$ cat config.mk
export PLATFORM = sky130hd
export DESIGN_NAME = serial_rx_core
export DESIGN_NICKNAME = d
export VERILOG_FILES = /design/src/rtl/srx_pkg.sv /design/src/rtl/srx_sampler.sv /design/src/rtl/srx_tag_fifo.sv /design/src/rtl/srx_status.sv /design/src/rtl/serial_rx_core.sv
export SDC_FILE = /design/constraint.sdc
export NUM_CORES = 1
export LEC_CHECK = 0
export BUFFER_PORTS_ARGS = -buffer_cell sky130_fd_sc_hd__buf_2
export CAP_MARGIN = 10
export CORE_MARGIN = 2
export CORE_UTILIZATION = 45
export DETAILED_ROUTE_END_ITERATION = 12
export SLEW_MARGIN = 5
export SYNTH_ARGS = -nofsm -noshare
export SYNTH_HDL_FRONTEND = slang
export SYNTH_SLANG_ARGS = --single-unit
$ cat constraint.sdc
create_clock -name clk -period 2.4 [get_ports clk]
set_input_delay 0.36 -clock clk [delete_from_list [all_inputs] [get_ports clk]]
set_output_delay 0.36 -clock clk [all_outputs]
set_load 0.02 [all_outputs]
$ cat src/rtl/srx_pkg.sv
package srx_pkg;

    localparam int DATA_W = 8;

    typedef enum logic [1:0] {
        PAR_CHECK = 2'b00,
        PAR_FORCE = 2'b01,
        PAR_NONE  = 2'b10,
        PAR_MDROP = 2'b11
    } par_mode_e;

    typedef enum logic [1:0] {
        OP_ENABLE    = 2'b00,
        OP_DISABLE   = 2'b01,
        OP_RX_RESET  = 2'b10,
        OP_ERR_RESET = 2'b11
    } rx_cmd_e;

    typedef struct packed {
        logic              addr_flag;
        logic              brk;
        logic              ferr;
        logic              perr;
        logic [DATA_W-1:0] data;
    } rx_entry_t;

    // index of the final data bit: 5 bits -> 4 ... 8 bits -> 7
    function automatic logic [2:0] last_bit_idx(input logic [1:0] sel);
        return {1'b1, sel};
    endfunction

    function automatic logic parity_err(input logic [1:0] mode, input logic odd,
                                        input logic [DATA_W-1:0] d, input logic pb);
        case (mode)
            PAR_CHECK: return ((^d) ^ pb) != odd;
            PAR_FORCE: return pb != odd;
            default:   return 1'b0;
        endcase
    endfunction

endpackage

$ cat src/rtl/srx_sampler.sv
module srx_sampler
    import srx_pkg::*;
#(
    parameter int OVS = 16
) (
    input  logic       clk,
    input  logic       rst,
    input  logic       tick,
    input  logic       rxd,
    input  logic       en,
    input  logic       flush,
    input  logic [1:0] bits_sel,
    input  logic [1:0] par_mode,
    input  logic       par_odd,
    output logic       ch_vld,
    output rx_entry_t  ch
);
    localparam int CNT_W = $clog2(OVS);
    localparam logic [CNT_W-1:0] MID  = CNT_W'(OVS / 2 - 1);
    localparam logic [CNT_W-1:0] LAST = CNT_W'(OVS - 1);

    typedef enum logic [2:0] {S_IDLE, S_START, S_DATA, S_PAR, S_STOP, S_HOLD} st_e;

    st_e               st;
    logic [CNT_W-1:0]  cnt;
    logic [2:0]        bidx;
    logic [DATA_W-1:0] shreg;
    logic              pbit;
    rx_entry_t         frame;

    // entry built from the bits gathered so far plus the stop sample on rxd
    always_comb begin
        frame.brk       = (shreg == '0) && !pbit && !rxd;
        frame.ferr      = !rxd && !frame.brk;
        frame.perr      = !frame.brk && parity_err(par_mode, par_odd, shreg, pbit);
        frame.addr_flag = (par_mode == PAR_MDROP) && pbit;
        frame.data      = shreg;
    end

    always_ff @(posedge clk) begin
        ch_vld <= 1'b0;
        if (rst || flush || !en) begin
            st <= S_IDLE;
            cnt <= '0;
            if (rst) begin
                bidx  <= '0;
                shreg <= '0;
                pbit  <= 1'b0;
                ch    <= '0;
            end
        end else if (tick) begin
            unique case (st)
                S_IDLE: if (!rxd) begin
                    st  <= S_START;
                    cnt <= '0;
                end
                S_START: if (cnt == MID) begin
                    cnt <= '0;
                    if (!rxd) begin
                        st    <= S_DATA;
                        bidx  <= '0;
                        shreg <= '0;
                        pbit  <= 1'b0;
                    end else begin
                        st <= S_IDLE;
                    end
                end else cnt <= cnt + 1'b1;
                S_DATA: if (cnt == LAST) begin
                    cnt         <= '0;
                    shreg[bidx] <= rxd;
                    if (bidx == last_bit_idx(bits_sel))
                        st <= (par_mode == PAR_NONE) ? S_STOP : S_PAR;
                    else
                        bidx <= bidx + 1'b1;
                end else cnt <= cnt + 1'b1;
                S_PAR: if (cnt == LAST) begin
                    cnt  <= '0;
                    pbit <= rxd;
                    st   <= S_STOP;
                end else cnt <= cnt + 1'b1;
                S_STOP: if (cnt == LAST) begin
                    cnt    <= '0;
                    ch_vld <= 1'b1;
                    ch     <= frame;
                    st     <= rxd ? S_IDLE : S_HOLD;
                end else cnt <= cnt + 1'b1;
                S_HOLD: if (rxd) st <= S_IDLE;
                default: st <= S_IDLE;
            endcase
        end
    end

    // multidrop frames never carry a parity error
    a_r5_mdrop_no_perr: assert property (@(posedge clk) disable iff (rst)
        ch_vld && ($past(par_mode) == PAR_MDROP) |-> !ch.perr);

    // a break entry carries data 0 and only the break tag
    a_r7_break_clean: assert property (@(posedge clk) disable iff (rst)
        ch_vld && ch.brk |-> !ch.ferr && !ch.perr && (ch.data == '0));

endmodule

$ cat src/rtl/srx_tag_fifo.sv
module srx_tag_fifo
    import srx_pkg::*;
#(
    parameter int DEPTH = 3
) (
    input  logic      clk,
    input  logic      rst,
    input  logic      flush,
    input  logic      tag_clear,
    input  logic      push,
    input  rx_entry_t din,
    input  logic      pop,
    output rx_entry_t head,
    output logic      empty,
    output logic      full,
    output logic      ovf
);
    localparam int PTR_W = (DEPTH > 1) ? $clog2(DEPTH) : 1;
    localparam int CNT_W = $clog2(DEPTH + 1);
    localparam logic [PTR_W-1:0] PTR_MAX = PTR_W'(DEPTH - 1);
    localparam logic [CNT_W-1:0] CNT_MAX = CNT_W'(DEPTH);

    rx_entry_t        mem [DEPTH];
    logic [PTR_W-1:0] wp, rp;
    logic [CNT_W-1:0] count;
    logic             do_pop, do_push;

    assign empty   = (count == '0);
    assign full    = (count == CNT_MAX);
    assign do_pop  = pop && !empty;
    assign do_push = push && (!full || do_pop);
    assign ovf     = push && full && !do_pop;
    assign head    = mem[rp];

    always_ff @(posedge clk) begin
        if (rst || flush) begin
            wp    <= '0;
            rp    <= '0;
            count <= '0;
            if (rst) begin
                for (int i = 0; i < DEPTH; i++) mem[i] <= '0;
            end
        end else begin
            if (tag_clear) begin
                for (int i = 0; i < DEPTH; i++) begin
                    mem[i].brk  <= 1'b0;
                    mem[i].ferr <= 1'b0;
                    mem[i].perr <= 1'b0;
                end
            end
            if (do_push) begin
                mem[wp] <= din;
                wp      <= (wp == PTR_MAX) ? '0 : wp + 1'b1;
            end
            if (do_pop) rp <= (rp == PTR_MAX) ? '0 : rp + 1'b1;
            count <= count + CNT_W'(do_push) - CNT_W'(do_pop);
        end
    end

    // a dropped character leaves the occupancy untouched
    a_r9_no_overflow: assert property (@(posedge clk) disable iff (rst)
        push && full && !pop && !flush |=> $stable(count));

    // a pop with no push removes exactly one entry
    a_r8_pop_one: assert property (@(posedge clk) disable iff (rst)
        pop && !empty && !push && !flush |=> count == $past(count) - 1'b1);

endmodule

$ cat src/rtl/srx_status.sv
module srx_status
    import srx_pkg::*;
(
    input  logic       clk,
    input  logic       rst,
    input  logic       clear_all,
    input  logic       clear_err,
    input  logic       block_mode,
    input  logic       irq_full,
    input  logic       ch_vld,
    input  logic [2:0] ch_tags,
    input  logic [2:0] head_tags,
    input  logic       ovf,
    input  logic       empty,
    input  logic       full,
    output logic [7:0] status,
    output logic       irq
);
    logic [2:0] stk;
    logic       ovr;
    logic [2:0] tags;

    always_ff @(posedge clk) begin
        if (rst || clear_all || clear_err) begin
            stk <= '0;
            ovr <= 1'b0;
        end else begin
            if (ch_vld) stk <= stk | ch_tags;
            if (ovf)    ovr <= 1'b1;
        end
    end

    assign tags   = block_mode ? stk : (empty ? 3'b000 : head_tags);
    assign status = {tags, ovr, 2'b00, full, !empty};
    assign irq    = irq_full ? full : !empty;

    // accumulated flags hold until one of the two clearing commands
    a_r11_sticky_hold: assert property (@(posedge clk) disable iff (rst)
        (stk != '0) && !clear_all && !clear_err |=> (stk & $past(stk)) == $past(stk));

    // a dropped character raises overrun on the next cycle
    a_r9_ovr_sets: assert property (@(posedge clk) disable iff (rst)
        ovf && !clear_all && !clear_err |=> status[4]);

endmodule

$ cat src/rtl/serial_rx_core.sv
module serial_rx_core
    import srx_pkg::*;
#(
    parameter int OVS   = 16,
    parameter int DEPTH = 3
) (
    input  logic       clk,
    input  logic       rst,
    input  logic       tick16,
    input  logic       rxd,
    input  logic       cmd_valid,
    input  logic [1:0] cmd_op,
    input  logic [1:0] cfg_bits,
    input  logic [1:0] cfg_par_mode,
    input  logic       cfg_par_odd,
    input  logic       cfg_block_err,
    input  logic       cfg_irq_full,
    input  logic       rd_pop,
    output logic [7:0] rd_data,
    output logic       rd_addr_flag,
    output logic [7:0] rx_status,
    output logic       rx_irq
);
    logic      rx_en, flush, err_clr;
    logic      ch_vld, q_empty, q_full, q_ovf;
    rx_entry_t ch, head;

    assign flush   = cmd_valid && (cmd_op == OP_RX_RESET);
    assign err_clr = cmd_valid && (cmd_op == OP_ERR_RESET);

    always_ff @(posedge clk) begin
        if (rst) rx_en <= 1'b0;
        else if (cmd_valid) begin
            case (cmd_op)
                OP_ENABLE:   rx_en <= 1'b1;
                OP_DISABLE:  rx_en <= 1'b0;
                OP_RX_RESET: rx_en <= 1'b0;
                default:     rx_en <= rx_en;
            endcase
        end
    end

    srx_sampler #(.OVS(OVS)) u_sampler (
        .clk(clk), .rst(rst), .tick(tick16), .rxd(rxd), .en(rx_en), .flush(flush),
        .bits_sel(cfg_bits), .par_mode(cfg_par_mode), .par_odd(cfg_par_odd),
        .ch_vld(ch_vld), .ch(ch)
    );

    srx_tag_fifo #(.DEPTH(DEPTH)) u_fifo (
        .clk(clk), .rst(rst), .flush(flush), .tag_clear(err_clr),
        .push(ch_vld), .din(ch), .pop(rd_pop),
        .head(head), .empty(q_empty), .full(q_full), .ovf(q_ovf)
    );

    srx_status u_status (
        .clk(clk), .rst(rst), .clear_all(flush), .clear_err(err_clr),
        .block_mode(cfg_block_err), .irq_full(cfg_irq_full),
        .ch_vld(ch_vld), .ch_tags({ch.brk, ch.ferr, ch.perr}),
        .head_tags({head.brk, head.ferr, head.perr}),
        .ovf(q_ovf), .empty(q_empty), .full(q_full),
        .status(rx_status), .irq(rx_irq)
    );

    assign rd_data      = head.data;
    assign rd_addr_flag = head.addr_flag;

    // receiver reset leaves an empty, quiet status one cycle later
    a_r13_rx_reset_clears: assert property (@(posedge clk) disable iff (rst)
        flush |=> (rx_status == 8'h00) && !rx_irq);

endmodule

==> qor.json, run 1 <==
{
  "synth_ff_type": {"value": "edfxtp_1"},
  "number_of_synthesized_flops_with_an_enable_pin": {"value": 72},
  "floorplan.die_area": {"value": 10900, "unit": "µm²"},
  "met2_length": {"value": 3.92, "unit": "mm"},
  "async_flop_share": {"value": 0, "unit": "%"},
  "regToRegEndpoint": {"value": "u_sampler.bidx[0]"},
  "area_growth_syn_to_layout": {"value": 10.6, "unit": "%"},
  "finalCriticalPeriod": {"value": 2.12, "unit": "ns"},
  "run_status": {"value": "finished clean"},
  "cts.sinks": {"value": 93},
  "post_cts_buffers": {"value": 0},
  "grt_pass1_vias": {"value": 2690},
  "worst_pin_slew": {"value": 0.528, "unit": "ns"},
  "worst_path_max_delay_cell": {"value": "mux4_2"},
  "pin_count": {"value": 33},
  "syn_area": {"value": 4530, "unit": "µm²"},
  "maxCapViolations": {"value": 0},
  "critPathCapture": {"value": "rd_addr_flag"},
  "cp_cell_sequence": {"value": "buf_4, mux4_2, buf_2"},
  "intPower": {"value": 2360, "unit": "µW"},
  "maxUsedRoutingLayer": {"value": "met4"},
  "wirelength_met1": {"value": 3.94, "unit": "mm"},
  "cts_root_buffer": {"value": "clkbuf_8"},
  "die_h": {"value": 104, "unit": "µm"},
  "crit-reg2reg-launch": {"value": "u_sampler.st[1]"},
  "met3RoutedLength": {"value": 171, "unit": "µm"},
  "h-tree-depth": {"value": 3},
  "rsz_0062_raised_after_global_routing": {"value": "false"},
  "place.gp.congestion": {"value": 0.757},
  "clk_pin_slew": {"value": 0.09, "unit": "ns"},
  "slew_headroom": {"value": 64.7, "unit": "%"},
  "grt_max_degree": {"value": 20},
  "power.net_switching": {"value": 706, "unit": "µW"},
  "drtAntennaViolNets": {"value": 0},
  "remaining_drc_errors": {"value": 0},
  "power.static_leakage": {"value": 0.00192, "unit": "µW"},
  "insertion_delay": {"value": 0.34, "unit": "ns"},
  "detailroute.via_count": {"value": 2834},
  "floorplan_core_area": {"value": 9770, "unit": "µm²"},
  "timing.hold.worst.class": {"value": "in2reg"},
  "critical_path_required": {"value": 2.04, "unit": "ns"},
  "detail_route.vias_per_cell": {"value": 5.11},
  "cts-resized-gates": {"value": 0},
  "floorplan.initialDensity": {"value": 46.4, "unit": "%"},
  "tritoncts_clock_tree": {"value": "yes"},
  "number_of_antenna_violations_at_the_first_check_in_global_routing": {"value": 0},
  "antenna_cells_inserted": {"value": 0},
  "setup.worst_path.end_class": {"value": "output pin"},
  "detail_route.iter0.violations": {"value": 102},
  "p_clk_share": {"value": 33.4, "unit": "%"},
  "post-dp-hpwl": {"value": 5.79, "unit": "mm"},
  "max-vdd-ir-drop": {"value": 358, "unit": "µV"},
  "drt_wl_total": {"value": 8.07, "unit": "mm"},
  "power.switching_fraction": {"value": 23.0, "unit": "%"},
  "yosysWarningCount": {"value": 0},
  "synth_sequential_area_ratio": {"value": 57.0, "unit": "%"},
  "synth_cells": {"value": 383},
  "postLayoutCoreUtil": {"value": 51.3, "unit": "%"},
  "grt_first_pass_wirelength": {"value": 13.5, "unit": "mm"},
  "first_pass_iters": {"value": 4},
  "core.rowCount": {"value": 36},
  "clock_skew": {"value": 0.0104, "unit": "ns"},
  "final-max-slew-violation-count": {"value": 0},
  "reg2reg_setup_slack": {"value": 0.46, "unit": "ns"},
  "worst_r2r_path_depth": {"value": 5},
  "endpoints_failing_setup": {"value": 0},
  "timing_worst_setup_path_type": {"value": "reg2out"},
  "drt-wirelength-per-cell": {"value": 14.5, "unit": "µm"},
  "floorplan.die.width": {"value": 104, "unit": "µm"},
  "max-clock-path-buffers": {"value": 2},
  "design.final.nets": {"value": 443},
  "comb_power_share": {"value": 7.0, "unit": "%"},
  "sequential_power_share": {"value": 59.6, "unit": "%"},
  "grt.total_usage": {"value": 15.5, "unit": "%"},
  "finalHoldViolCount": {"value": 0},
  "nFillCells": {"value": 892},
  "crit_path_max_incr_delay": {"value": 0.53, "unit": "ns"},
  "syn-mean-instance-area": {"value": 11.8, "unit": "µm²"},
  "worst-path-max-fanout": {"value": 9},
  "critical_path.startpoint_type": {"value": "flip-flop"},
  "area_of_the_multi_input_gates": {"value": 1760, "unit": "µm²"},
  "power_density": {"value": 612, "unit": "nW/µm²"},
  "post_route_cells_drive_above_1_share": {"value": 20.6, "unit": "%"},
  "holdBufCountCts": {"value": 0},
  "port_buffers": {"value": 30},
  "worst_ep_arrival_time": {"value": 1.76, "unit": "ns"},
  "cts-buffers-inserted": {"value": 9},
  "synth.ff_latch_count": {"value": 93},
  "grt.overflow.total": {"value": 0},
  "layout.area.seq": {"value": 2580, "unit": "µm²"},
  "synthDistinctLibCells": {"value": 53},
  "maximum_frequency_from_static_timing_analysis": {"value": 0.471, "unit": "GHz"},
  "setup-tns-final": {"value": 0, "unit": "ns"},
  "fin_crit_sh": {"value": 88.5, "unit": "%"}
}
==> cell type report <==
cell class                 instances  share of cell area, %
sequential                        93                   51.5
multi-input combinational        253                   35.2
timing repair buffer              43                   4.94
tap                              133                   3.32
clock buffer                      10                   2.55
inverter                          17                   1.27
clock inverter                     6                   1.22
==> synth_stat cells, drive strengths merged (2+ instances only) <==
master / n / share of area [%]
xor2: 2 / 0.39
o21a: 2 / 0.36
and3b: 3 / 0.58
nand3: 7 / 0.88
inv: 17 / 1.4
nor4: 3 / 0.55
nand4: 2 / 0.28
a22o: 3 / 0.58
or2: 6 / 0.83
nor3: 10 / 1.1
xnor2: 8 / 1.7
o211a: 2 / 0.44
nor3b: 8 / 1.6
a31oi: 4 / 0.55
dfxtp: 21 / 9.3
edfxtp: 72 / 48
ha: 11 / 3.0
nor2: 50 / 4.2
mux4: 12 / 6.0
mux2i: 4 / 0.88
a21oi: 26 / 3.0
and3: 4 / 0.55
nand2b: 4 / 0.55
clkbuf: 5 / 0.41
buf: 16 / 2.4
and2: 39 / 5.4
a211oi: 2 / 0.44
or3: 4 / 0.55
nor2b: 4 / 0.55
nand2: 20 / 1.7
o21ai: 5 / 0.72
==> metrics by stage <==
stage / total power [µW] / area (µm²) / worst slack [ns] / hold WS, ns / instances
4_1_cts: 3090 / 5010 / 0.219 / 0.259 / 555
6_report: 3070 / 5010 / 0.277 / 0.282 / 555
2_1_floorplan: 2010 / 4540 / 0.177 / 0.437 / 384
5_1_grt: 3190 / 5010 / 0.115 / 0.274 / 555
3_5_place_dp: 2080 / 4820 / 0.203 / 0.464 / 539
3_3_place_gp: 2080 / 4820 / 0.266 / 0.448 / 539
==> worst max-delay path: cells and delay by family, from the launching register on <==
family	cells	cell delay [ns]
muxes	1	0.53
DFF	1	0.45
buffers and inverters	2	0.44
==> sequential cells by signal (all words and copies together) (netlist names), named ones only <==
register / flops
rx_en: 1
u_fifo.count: 2
u_fifo.mem: 48
u_fifo.rp: 2
u_fifo.wp: 2
u_sampler.bidx: 3
u_sampler.ch: 12
u_sampler.ch_vld: 1
u_sampler.cnt: 4
u_sampler.pbit: 1
u_sampler.shreg: 8
u_sampler.st: 3
u_status.ovr: 1
u_status.stk: 3
==> how the worst min path moves through the flow <==
stage / start / to / cells past startpoint
2_1_floorplan: u_status.stk[0] / u_status.stk[0] / 2
3_3_place_gp: u_status.ovr / u_status.ovr / 2
3_5_place_dp: u_status.ovr / u_status.ovr / 2
4_1_cts: tick16 / u_sampler.ch_vld / 3
5_1_grt: tick16 / u_sampler.ch_vld / 3
6_report: tick16 / u_sampler.ch_vld / 3
==> logic make-up after synthesis <==
| family | share of synthesized area (%) |
|---|---|
| and+or+nand+nor | 20.2 |
| AOI/OAI and AO/OA | 6.54 |
| buffers and inverters | 4.22 |
| adders and majority gates | 3.04 |
| other | 0.0827 |
| xor gates and xnor gates | 2.10 |
| DFF | 57.0 |
| muxes | 6.84 |
==> layer usage <==
metal	up-vias	track usage [%]
met5	-	0
met4	0	4.34
met3	2	3.01
met2	30	24.6
met1	1381	21.7
li1	1421	-
==> cell usage in the layout (no fill, tap or decap), types with 7 or more instances in the layout <==
master,count
ha_1,11
dfxtp_1,21
and2_1,38
buf_4,13
a21oi_1,25
buf_2,30
nor3_1,10
nand2_1,19
inv_1,17
mux4_2,12
nor3b_1,7
clkbuf_8,9
xnor2_1,7
nor2_1,49
edfxtp_1,72
==> power groups by stage <==
stage / clock, µW / sequential, µW / combinational, µW
after global routing: 1120 / 1840 / 237
after floorplan: 0 / 1840 / 168
after detailed placement: 0 / 1870 / 216
final: 1020 / 1830 / 214
after global placement: 0 / 1860 / 212
after CTS: 1040 / 1830 / 217
No activity file was read; power rests on OpenSTA's default activity.
==> inputs of run 2 (changes only) <==
--- a/config.mk
+++ b/config.mk
@@ -5,10 +5,11 @@
 export SDC_FILE = /design/constraint.sdc
 export NUM_CORES = 1
 export LEC_CHECK = 0
+export ABC_AREA = 1
 export BUFFER_PORTS_ARGS = -buffer_cell sky130_fd_sc_hd__buf_2
 export CAP_MARGIN = 10
 export CORE_MARGIN = 2
-export CORE_UTILIZATION = 45
+export CORE_UTILIZATION = 40
 export DETAILED_ROUTE_END_ITERATION = 12
 export SLEW_MARGIN = 5
 export SYNTH_ARGS = -nofsm -noshare
==> qor.json, run 2 <==
{
  "core.rowCount": {"value": 38, "change": "+5.6%"},
  "largest_family_of_logic_cells_by_synthesized_area": {"value": "simple AND/OR/NAND/NOR gates"},
  "die_h": {"value": 110, "unit": "µm", "change": "+5.6%"},
  "area_of_the_multi_input_gates": {"value": 1590, "unit": "µm²", "change": "-9.8%"},
  "rsz_0062_raised_after_global_routing": {"value": "false"},
  "cts-buffers-inserted": {"value": 9, "change": "unchanged"},
  "final-max-slew-violation-count": {"value": 0, "change": "unchanged"},
  "synth-compound-area-share": {"value": 9.32, "unit": "%", "change": "+2.8 points"},
  "finalCriticalPeriod": {"value": 2.11, "unit": "ns", "change": "-0.00923 ns"},
  "run_status": {"value": "finished clean"},
  "post_synth_mux_area_share": {"value": 0, "unit": "%", "change": "-6.8 points"},
  "setup-tns-final": {"value": 0, "unit": "ns", "change": "unchanged"},
  "postLayoutCoreUtil": {"value": 47.0, "unit": "%", "change": "-4.3 points"},
  "first_pass_iters": {"value": 4, "change": "unchanged"},
  "design.final.nets": {"value": 544, "change": "+23%"},
  "cts.sinks": {"value": 93, "change": "unchanged"},
  "max-vdd-ir-drop": {"value": 285, "unit": "µV", "change": "-20%"},
  "critical_path.startpoint_type": {"value": "flip-flop"},
  "drt-wirelength-per-cell": {"value": 13.3, "unit": "µm", "change": "-8.2%"},
  "grt_first_pass_wirelength": {"value": 14.5, "unit": "mm", "change": "+7.6%"},
  "worst_ep_arrival_time": {"value": 1.75, "unit": "ns", "change": "about the same"},
  "tritoncts_clock_tree": {"value": "yes"},
  "timing.hold.worst.class": {"value": "in2reg"},
  "synth-adder-area-share": {"value": 3.05, "unit": "%", "change": "+0.015 points"},
  "layout.area.seq": {"value": 2580, "unit": "µm²", "change": "unchanged"},
  "critical_path_required": {"value": 2.04, "unit": "ns", "change": "about the same"},
  "post_synth_and_or_nand_nor_area_fraction": {"value": 21.0, "unit": "%", "change": "+0.82 points"},
  "setup.worst_path.end_class": {"value": "output pin"},
  "endpoints_failing_setup": {"value": 0, "change": "unchanged"},
  "largest_register_ffs": {"value": 48, "change": "unchanged"},
  "maximum_frequency_from_static_timing_analysis": {"value": 0.473, "unit": "GHz", "change": "+0.44%"},
  "fin_crit_sh": {"value": 88.1, "unit": "%", "change": "-0.38 points"},
  "grt.overflow.total": {"value": 0, "change": "unchanged"},
  "place.gp.congestion": {"value": 0.799, "change": "+5.6%"},
  "post_cts_buffers": {"value": 0, "change": "unchanged"},
  "holdBufCountCts": {"value": 0, "change": "unchanged"},
  "layout_top_registers": {"value": "u_fifo.mem: 48 flops, u_sampler.ch: 12 flops, u_sampler.shreg: 8 flops"},
  "grt.total_usage": {"value": 15.8, "unit": "%", "change": "+0.30 points"},
  "totalPowerFinal": {"value": 3610, "unit": "µW", "change": "+18%"},
  "power_density": {"value": 702, "unit": "nW/µm²", "change": "+15%"},
  "post-dp-hpwl": {"value": 6.47, "unit": "mm", "change": "+12%"},
  "synth_area_leader_cell": {"value": "edfxtp_1"},
  "post_synthesis_share_of_cell_area_spent_on_xor_and_xnor_gates": {"value": 1.55, "unit": "%", "change": "-0.54 points"},
  "power.static_leakage": {"value": 0.00211, "unit": "µW", "change": "+9.8%"},
  "slew_headroom": {"value": 64.8, "unit": "%", "change": "+0.11 points"},
  "number_of_synthesized_flops_with_an_enable_pin": {"value": 72, "change": "unchanged"},
  "number_of_antenna_violations_at_the_first_check_in_global_routing": {"value": 0, "change": "unchanged"},
  "cts-resized-gates": {"value": 0, "change": "unchanged"},
  "total_non_filler_cell_area_in_the_finished_layout": {"value": 5140, "unit": "µm²", "change": "+2.5%"},
  "timing_worst_setup_path_type": {"value": "reg2out"},
  "layout.cells.most_common_list": {"value": "nor2_1 (94), edfxtp_1 (72), inv_1 (59)"},
  "detailroute.via_count": {"value": 3235, "change": "+14%"},
  "detail_route.vias_per_cell": {"value": 4.88, "change": "-4.4%"},
  "grt_max_degree": {"value": 25, "change": "+25%"},
  "worst-path-max-fanout": {"value": 13, "change": "+4"},
  "layout_commonest_cell": {"value": "nor2_1"},
  "floorplan_core_area": {"value": 10900, "unit": "µm²", "change": "+12%"},
  "synthDistinctLibCells": {"value": 37, "change": "-30%"},
  "floorplan.die.width": {"value": 110, "unit": "µm", "change": "+5.6%"},
  "synth_common_cells": {"value": "nor2_1 (94), edfxtp_1 (72), inv_1 (59), nand2_1 (58), o21ai_0 (40)"},
  "drt_wl_total": {"value": 8.85, "unit": "mm", "change": "+9.6%"},
  "synth_most_common_cell": {"value": "nor2_1"},
  "remaining_drc_errors": {"value": 0, "change": "unchanged"},
  "nFillCells": {"value": 1068, "change": "+20%"},
  "floorplan.die_area": {"value": 12100, "unit": "µm²", "change": "+11%"},
  "top_register": {"value": "u_fifo.mem"},
  "dp_cells": {"value": 647, "change": "+20%"},
  "clk_pin_slew": {"value": 0.07, "unit": "ns", "change": "-0.02 ns"},
  "maxCapViolations": {"value": 0, "change": "unchanged"},
  "area_growth_syn_to_layout": {"value": 13.9, "unit": "%"},
  "synth.ff_latch_count": {"value": 93, "change": "unchanged"},
  "port_buffers": {"value": 30, "change": "unchanged"},
  "max-clock-path-buffers": {"value": 2, "change": "unchanged"},
  "yosysTopAreaCellShare": {"value": 47.9, "unit": "%", "change": "+0.24 points"},
  "syn_area": {"value": 4510, "unit": "µm²", "change": "-0.50%"},
  "pin_count": {"value": 33, "change": "unchanged"},
  "drtAntennaViolNets": {"value": 0, "change": "unchanged"},
  "synth_ff_type": {"value": "edfxtp_1"},
  "synth_sequential_area_ratio": {"value": 57.2, "unit": "%", "change": "+0.28 points"},
  "synth_cells": {"value": 487, "change": "+27%"},
  "antenna_cells_inserted": {"value": 0, "change": "unchanged"},
  "syn-mean-instance-area": {"value": 9.26, "unit": "µm²", "change": "-22%"},
  "stdcell_count": {"value": 663, "change": "+19%"},
  "async_flop_share": {"value": 0, "unit": "%", "change": "unchanged"},
  "floorplan.initialDensity": {"value": 41.3, "unit": "%", "change": "-5.1 points"},
  "grt_pass1_vias": {"value": 3020, "change": "+12%"},
  "placedInstanceArea": {"value": 4810, "unit": "µm²", "change": "-0.39%"},
  "finalHoldViolCount": {"value": 0, "change": "unchanged"},
  "detail_route.iter0.violations": {"value": 146, "change": "+43%"},
  "insertion_delay": {"value": 0.35, "unit": "ns", "change": "about the same"},
  "post_route_cells_drive_above_1_share": {"value": 14.9, "unit": "%", "change": "-5.7 points"},
  "worst_pin_slew": {"value": 0.527, "unit": "ns", "change": "-0.000960 ns"},
  "yosys-top-cells-area": {"value": "edfxtp_1 (48%), dfxtp_1 (9.3%), nor2_1 (7.8%), inv_1 (4.9%), nand2_1 (4.8%)"},
  "yosysWarningCount": {"value": 0, "change": "unchanged"},
  "cts_root_buffer": {"value": "clkbuf_16"},
  "h-tree-depth": {"value": 3, "change": "unchanged"},
  "clock_skew": {"value": 0.0100, "unit": "ns", "change": "-0.000399 ns"}
}
run 2: changes by cell type in the layout (fill, tap and decap cells not counted), sizes merged, moves of 8 or more:
cell,previous run,this run
nor2,50,97
and2,39,0
nor3b,8,0
nand2,20,63
o21ai,5,44
nand3,7,38
o22ai,0,12
a21oi,26,17
inv,19,68
mux4,12,0
run 2: per-stage QoR:
step / hold slack, ns / setup slack, ns
3_3_place_gp: 0.434 / 0.316
2_1_floorplan: 0.426 / 0.00123
5_1_grt: 0.224 / 0.139
4_1_cts: 0.207 / 0.229
6_report: 0.220 / 0.286
3_5_place_dp: 0.440 / 0.265
run 2: where the power goes:
part           total (µW)  internal, µW  switching [µW]  leakage [µW]
Sequential           1820          1790            30.2      0.000869
Combinational         221          73.1             148       0.00108
Clock                1570           946             624      0.000164
Total                3610          2810             802       0.00211
run 2: worst max-delay path, cell delays in order (launching register included):
cell and delay [ns]:
dfxtp_1 0.43, inv_1 0.31, o21ai_0 0.14, o22ai_1 0.19, nand3_1 0.10, nand2_1 0.07
buf_2 0.15
run 2: layout make-up:
cell class	instances	share of cell area, %
multi-input cells	311	31.0
repair buffers	38	4.09
inverters	65	4.79
well taps	140	3.41
clock buffers	12	5.43
clock inverters	4	1.10
flip-flops and latches	93	50.2
run 2: cells by family (layout without fill, tap and decap cells):
logic type	after synthesis	count (layout)
AOI/OAI and AO/OA	77	77
xor gates and xnor gates	8	8
adders and majority gates	11	11
buffers and inverters	84	119
DFF	93	93
other	1	2
and+or+nand+nor	213	213
run 2: final timing paths:
path         cells after the start  slack (ns)              from              end
max                              6        0.29         flip-flop     rx_status[5]
min                              2        0.22               rst            rx_en
max reg2reg                      4        0.62  u_sampler.cnt[0]  u_sampler.ch[9]
min reg2reg                      2        0.45      u_status.ovr     u_status.ovr
run 2: routing by layer:
layer | global-route usage [%] | routed length, µm
met1 | 21.1 | 4290
met2 | 25.2 | 4170
met3 | 3.47 | 270
met4 | 5.80 | 111
met5 | 0 | 0
